### config.mk
export PLATFORM = sky130hd
export DESIGN_NAME = ispCmdDecoder
export DESIGN_NICKNAME = d
export VERILOG_FILES = /design/src/rtl/ispPkg.sv /design/src/rtl/ispShiftPath.sv /design/src/rtl/ispFrameCtl.sv /design/src/rtl/ispCmdDecoder.sv
export SDC_FILE = /design/constraint.sdc
export NUM_CORES = 1
export LEC_CHECK = 0
export BUFFER_PORTS_ARGS = -buffer_cell sky130_fd_sc_hd__buf_2
export CAP_MARGIN = 15
export CORE_MARGIN = 2
export CORE_UTILIZATION = 40
export CTS_BUF_LIST = sky130_fd_sc_hd__clkbuf_4 sky130_fd_sc_hd__clkbuf_8
export CTS_CLUSTER_SIZE = 14
export DETAILED_ROUTE_END_ITERATION = 8
export PLACE_DENSITY = 0.55
export SETUP_SLACK_MARGIN = 0.2
export SLEW_MARGIN = 20
export SYNTH_ARGS = -nofsm -noshare
export SYNTH_HDL_FRONTEND = slang
export SYNTH_SLANG_ARGS = --single-unit
### constraint.sdc
create_clock -name clk -period 1.93 [get_ports clk]
set_input_delay 0.386 -clock clk [delete_from_list [all_inputs] [get_ports clk]]
set_output_delay 0.386 -clock clk [all_outputs]
set_load 0.02 [all_outputs]
### src/rtl/ispPkg.sv
package ispPkg;
  localparam int BYTE_W = 8;

  // control to datapath
  typedef struct packed {
    logic sessionClr;
  } ctlStrobes_t;

  // datapath to control
  typedef struct packed {
    logic              byteDone;
    logic [BYTE_W-1:0] byteVal;
  } byteEvent_t;
endpackage

### src/rtl/ispShiftPath.sv
module ispShiftPath
  import ispPkg::*;
#(
  parameter int SYNC_STAGES = 2
) (
  input  logic        clk,
  input  logic        rstN,
  input  logic        sckIn,
  input  logic        mosiIn,
  input  ctlStrobes_t ctl,
  output byteEvent_t  byteEv,
  output logic        misoOut
);
  localparam int BIT_CNT_W = $clog2(BYTE_W);
  localparam logic [BIT_CNT_W-1:0] LAST_BIT = BIT_CNT_W'(BYTE_W - 1);

  logic [SYNC_STAGES-1:0] sckSync, mosiSync;
  logic                   sckLast;
  logic                   sckNow, mosiNow, sckRise, sckFall;
  logic [BIT_CNT_W-1:0]   bitCnt;
  logic [BYTE_W-1:0]      rxShift, echoByte, nextByte;

  // two or more flops per asynchronous input
  always_ff @(posedge clk or negedge rstN) begin
    if (!rstN) begin
      sckSync  <= '0;
      mosiSync <= '0;
      sckLast  <= 1'b0;
    end else begin
      sckSync  <= {sckSync[SYNC_STAGES-2:0], sckIn};
      mosiSync <= {mosiSync[SYNC_STAGES-2:0], mosiIn};
      sckLast  <= sckSync[SYNC_STAGES-1];
    end
  end

  assign sckNow   = sckSync[SYNC_STAGES-1];
  assign mosiNow  = mosiSync[SYNC_STAGES-1];
  assign sckRise  = sckNow & ~sckLast & ~ctl.sessionClr;
  assign sckFall  = ~sckNow & sckLast & ~ctl.sessionClr;
  assign nextByte = {rxShift[BYTE_W-2:0], mosiNow};

  always_ff @(posedge clk or negedge rstN) begin
    if (!rstN) begin
      bitCnt   <= '0;
      rxShift  <= '0;
      echoByte <= '0;
      misoOut  <= 1'b0;
      byteEv   <= '0;
    end else if (ctl.sessionClr) begin
      bitCnt   <= '0;
      rxShift  <= '0;
      echoByte <= '0;
      misoOut  <= 1'b0;
      byteEv   <= '0;
    end else begin
      byteEv.byteDone <= 1'b0;
      if (sckRise) begin
        rxShift <= nextByte;
        if (bitCnt == LAST_BIT) begin
          bitCnt          <= '0;
          byteEv.byteDone <= 1'b1;
          byteEv.byteVal  <= nextByte;
          echoByte        <= nextByte;
        end else begin
          bitCnt <= bitCnt + 1'b1;
        end
      end
      if (sckFall) begin
        misoOut <= echoByte[LAST_BIT - bitCnt];
      end
    end
  end
endmodule

### src/rtl/ispFrameCtl.sv
module ispFrameCtl
  import ispPkg::*;
#(
  parameter int              FRAME_BYTES = 4,
  parameter logic [BYTE_W-1:0] UNLOCK_OP  = 8'hAC,
  parameter logic [BYTE_W-1:0] UNLOCK_KEY = 8'h53,
  parameter logic [2:0]      ERASE_TAG   = 3'b100
) (
  input  logic        clk,
  input  logic        rstN,
  input  logic        progResetN,
  input  byteEvent_t  byteEv,
  output ctlStrobes_t ctl,
  output logic        progEnabled,
  output logic        eraseReq
);
  localparam int IDX_W = $clog2(FRAME_BYTES);
  localparam logic [IDX_W-1:0] LAST_IDX = IDX_W'(FRAME_BYTES - 1);

  logic [IDX_W-1:0]  byteIdx;
  logic [BYTE_W-1:0] opByte, argByte;
  logic              isUnlock, isErase;

  assign ctl.sessionClr = progResetN;
  assign isUnlock = (opByte == UNLOCK_OP) && (argByte == UNLOCK_KEY);
  assign isErase  = (opByte == UNLOCK_OP) && (argByte[BYTE_W-1 -: 3] == ERASE_TAG);

  always_ff @(posedge clk or negedge rstN) begin
    if (!rstN) begin
      byteIdx     <= '0;
      opByte      <= '0;
      argByte     <= '0;
      progEnabled <= 1'b0;
      eraseReq    <= 1'b0;
    end else if (progResetN) begin
      byteIdx     <= '0;
      opByte      <= '0;
      argByte     <= '0;
      progEnabled <= 1'b0;
      eraseReq    <= 1'b0;
    end else begin
      eraseReq <= 1'b0;
      if (byteEv.byteDone) begin
        if (byteIdx == '0) opByte <= byteEv.byteVal;
        if (byteIdx == IDX_W'(1)) argByte <= byteEv.byteVal;
        if (byteIdx == LAST_IDX) begin
          byteIdx <= '0;
          if (isUnlock) progEnabled <= 1'b1;
          if (progEnabled && isErase) eraseReq <= 1'b1;
        end else begin
          byteIdx <= byteIdx + 1'b1;
        end
      end
    end
  end
endmodule

### src/rtl/ispCmdDecoder.sv
module ispCmdDecoder
  import ispPkg::*;
#(
  parameter int SYNC_STAGES = 2,
  parameter int FRAME_BYTES = 4
) (
  input  logic clk,
  input  logic rstN,
  input  logic progResetN,
  input  logic sckIn,
  input  logic mosiIn,
  output logic misoOut,
  output logic progEnabled,
  output logic eraseReq
);
  ctlStrobes_t ctl;
  byteEvent_t  byteEv;

  ispShiftPath #(.SYNC_STAGES(SYNC_STAGES)) uPath (
    .clk(clk), .rstN(rstN), .sckIn(sckIn), .mosiIn(mosiIn),
    .ctl(ctl), .byteEv(byteEv), .misoOut(misoOut)
  );

  ispFrameCtl #(.FRAME_BYTES(FRAME_BYTES)) uCtl (
    .clk(clk), .rstN(rstN), .progResetN(progResetN), .byteEv(byteEv),
    .ctl(ctl), .progEnabled(progEnabled), .eraseReq(eraseReq)
  );
endmodule

==> flow_summary.json <==
{
  "rr_startpoint": "uPath.bitCnt[0]$_DFFE_PN0P_",
  "final_layout_size_suffix_gt1_share_pct": 10.4,
  "worstSetupStartpointType": "flip-flop",
  "synth_top_cell_area_share_pct": 60.2,
  "final_util_pct": 44.6,
  "worstHoldPathType": "in -> async",
  "final.setup_skew_ns": 0.00614,
  "path_clk_slew_ns": 0.09,
  "clkLatencyLatePin_ns": 0.31,
  "numPortBuffers": 7,
  "crit_arrival_ns": 1.76,
  "ant_nets": 0,
  "cap_violations": 0,
  "final_common_cell": "nand2_1",
  "p_leak_nw": 1.01,
  "finalCriticalPeriod_ns": 1.53,
  "fin_tns_setup_ns": 0,
  "endpoint_kind": "flip-flop",
  "synthCells": 224,
  "critPathMaxFanout": 8,
  "fin_hold_ws_ns": 0.00387,
  "yosysUniqueCellTypes": 27,
  "cts_made_buffers": 5,
  "start_util_pct": 40.7,
  "synthArstFlopShare_pct": 100,
  "final.setup.worst_slack_ns": 0.400,
  "dp_hpwl_mm": 2.86,
  "core_um2": 5410,
  "hold_violations": 0,
  "gp_congestion": 0.794,
  "cts_setup_buffers": 0,
  "maxSlewHeadroom_pct": 67.7,
  "design.portCount": 8,
  "finalSetupViolCount": 0,
  "worst_ep_required_time_ns": 2.16,
  "ys.warnings.count": 0,
  "synth_edf_count": 0,
  "dp_slack_ns": 0.424,
  "rows": 27,
  "power_density_nw_per_um2": 761,
  "firstDrtPassIters": 4,
  "dieArea_um2": 6110,
  "vdd_drop_max_mv": 0.439,
  "worstSetupPathType": "reg -> reg",
  "tritoncts": "yes",
  "vias": 1530,
  "vias_per_cell": 5.07,
  "grt-ovfl-total": 0,
  "cts-hold-fix-buffers": 0,
  "layout_common_cells": "nand2_1, dfrtp_1, a21oi_1",
  "ys.flop_type": "dfrtp_1",
  "syn_nets": 234,
  "yosysTopAreaCell": "dfrtp_1",
  "cts.path.max_buffers": 2,
  "syn-cell-area_um2": 2200,
  "startpoint": "uPath.bitCnt[0]$_DFFE_PN0P_",
  "worst_pin_slew_ns": 0.485,
  "syn_avg_cell_area_um2": 9.83,
  "clockRootBuffer": "clkbuf_8",
  "grt_pass1_wl_mm": 7.22,
  "route.detailed.drc": 0,
  "fmax_mhz": 654,
  "cts_sinks": 53,
  "fin_crit_sh_pct": 79.3,
  "routedWlPerCell_um": 14.0,
  "seq_area_frac_synth_pct": 60.2,
  "die_y_um": 78.2,
  "fill_cells": 557,
  "h-tree-depth": 2,
  "fin_nets": 239,
  "synth_area_leaders": "dfrtp_1, nand2_1, a21oi_1, nand3_1, ha_1",
  "die_x_um": 78.2,
  "outcome": "finished, final reports clean",
  "rsz0062_at_grt": "no",
  "grt.total_usage_pct": 15.4,
  "grt_max_degree": 48,
  "antenna_found_initial": 0,
  "antenna_cells": 0,
  "area.growth.synth_to_final_pct": 9.38,
  "slew_violations": 0,
  "post_cts_resize_count": 0,
  "routed_wl_mm": 4.24,
  "grt_pass1_vias": 1482,
  "drt_iter0_drc": 87,
  "synth-seq-cells": 53
}
==> through the flow <==
stage / instances / power, mW / instance area [um^2]
CTS: 302 / 1.87 / 2410
global placement: 294 / 1.22 / 2320
finish: 302 / 1.83 / 2410
floorplan: 224 / 1.18 / 2200
global route: 302 / 1.92 / 2410
detailed placement: 294 / 1.22 / 2320
==> metal layers <==
layer | share of wire, % | GRT usage [%] | vias up
met5 | 0 | 0 | -
met4 | 1.8 | 6.32 | 0
met3 | 2.5 | 4.14 | 6
met2 | 47 | 24.0 | 15
met1 | 48 | 20.4 | 747
li1 | - | - | 762
==> worst paths after layout <==
path | end | slack (ns) | cells after the start
worst max-delay path | uPath.echoByte[6]$_DFFE_PN0P_ | 0.40 | 5
worst min-delay path | uCtl.argByte[0]$_DFFE_PN0P_ | 0.004 | 1
worst max register to register | uPath.echoByte[6]$_DFFE_PN0P_ | 0.40 | 5
worst min register to register | uPath.sckSync[1]$_DFF_PN0_ | 0.35 | 0
max in group asynchronous | uPath.bitCnt[1]$_DFFE_PN0P_ | 1.39 | 2
min in group clk | uPath.mosiSync[0]$_DFF_PN0_ | 0.18 | 1
==> Yosys cell counts (all sizes together) (2+ instances only) <==
master / number
and2: 2
mux2i: 4
clkbuf: 7
nor3: 3
nand2: 62
nand3: 16
a21oi: 43
nand4b: 2
dfrtp: 53
inv: 2
ha: 5
nor2b: 2
nor2: 8
buf: 7
==> power by group <==
group	internal (mW)	leakage, nW	switching [mW]
Clock	0.285	0.0453	0.351
Combinational	0.0178	0.237	0.0506
Sequential	1.12	0.727	0.00840
Total	1.42	1.01	0.410
==> critical path: stages (launching register included) <==
cell	delay, ns
dfrtp_1	0.49
ha_1	0.20
ha_1	0.18
and2_1	0.29
nand2_1	0.15
a21oi_1	0.15
==> flip-flops by register name, summed over array words and instances (netlist names) <==
signal / flops
uPath.sckLast: 1
uPath.rxShift: 7
uPath.bitCnt: 3
uCtl.argByte: 8
uPath.sckSync: 2
uPath.echoByte: 8
uPath.misoOut: 1
uCtl.progEnabled: 1
uPath.mosiSync: 2
uCtl.byteIdx: 2
uCtl.opByte: 8
uCtl.eraseReq: 1
uPath.byteEv: 9
==> cell type report <==
cell class	count	area (um^2)	area share (%)
sequential	53	1330	55.1
clock buffer	7	83.8	3.48
clock inverter	1	7.51	0.312
inverter	2	7.51	0.312
tap	72	90.1	3.74
multi-input combinational	155	808	33.6
timing repair buffer	12	85.1	3.53
==> cell families (layout without fill, tap and decap cells) <==
kind of cell / Yosys count / count (layout) / synth area share, %
AOI/OAI and AO/OA: 44 / 44 / 10.2
adders and majority gates: 5 / 5 / 2.84
buffers and inverters: 16 / 22 / 3.07
DFF: 53 / 53 / 60.2
muxes: 5 / 5 / 2.84
and+or+nand+nor: 101 / 101 / 20.9
Power figures use the tool's default switching activity.
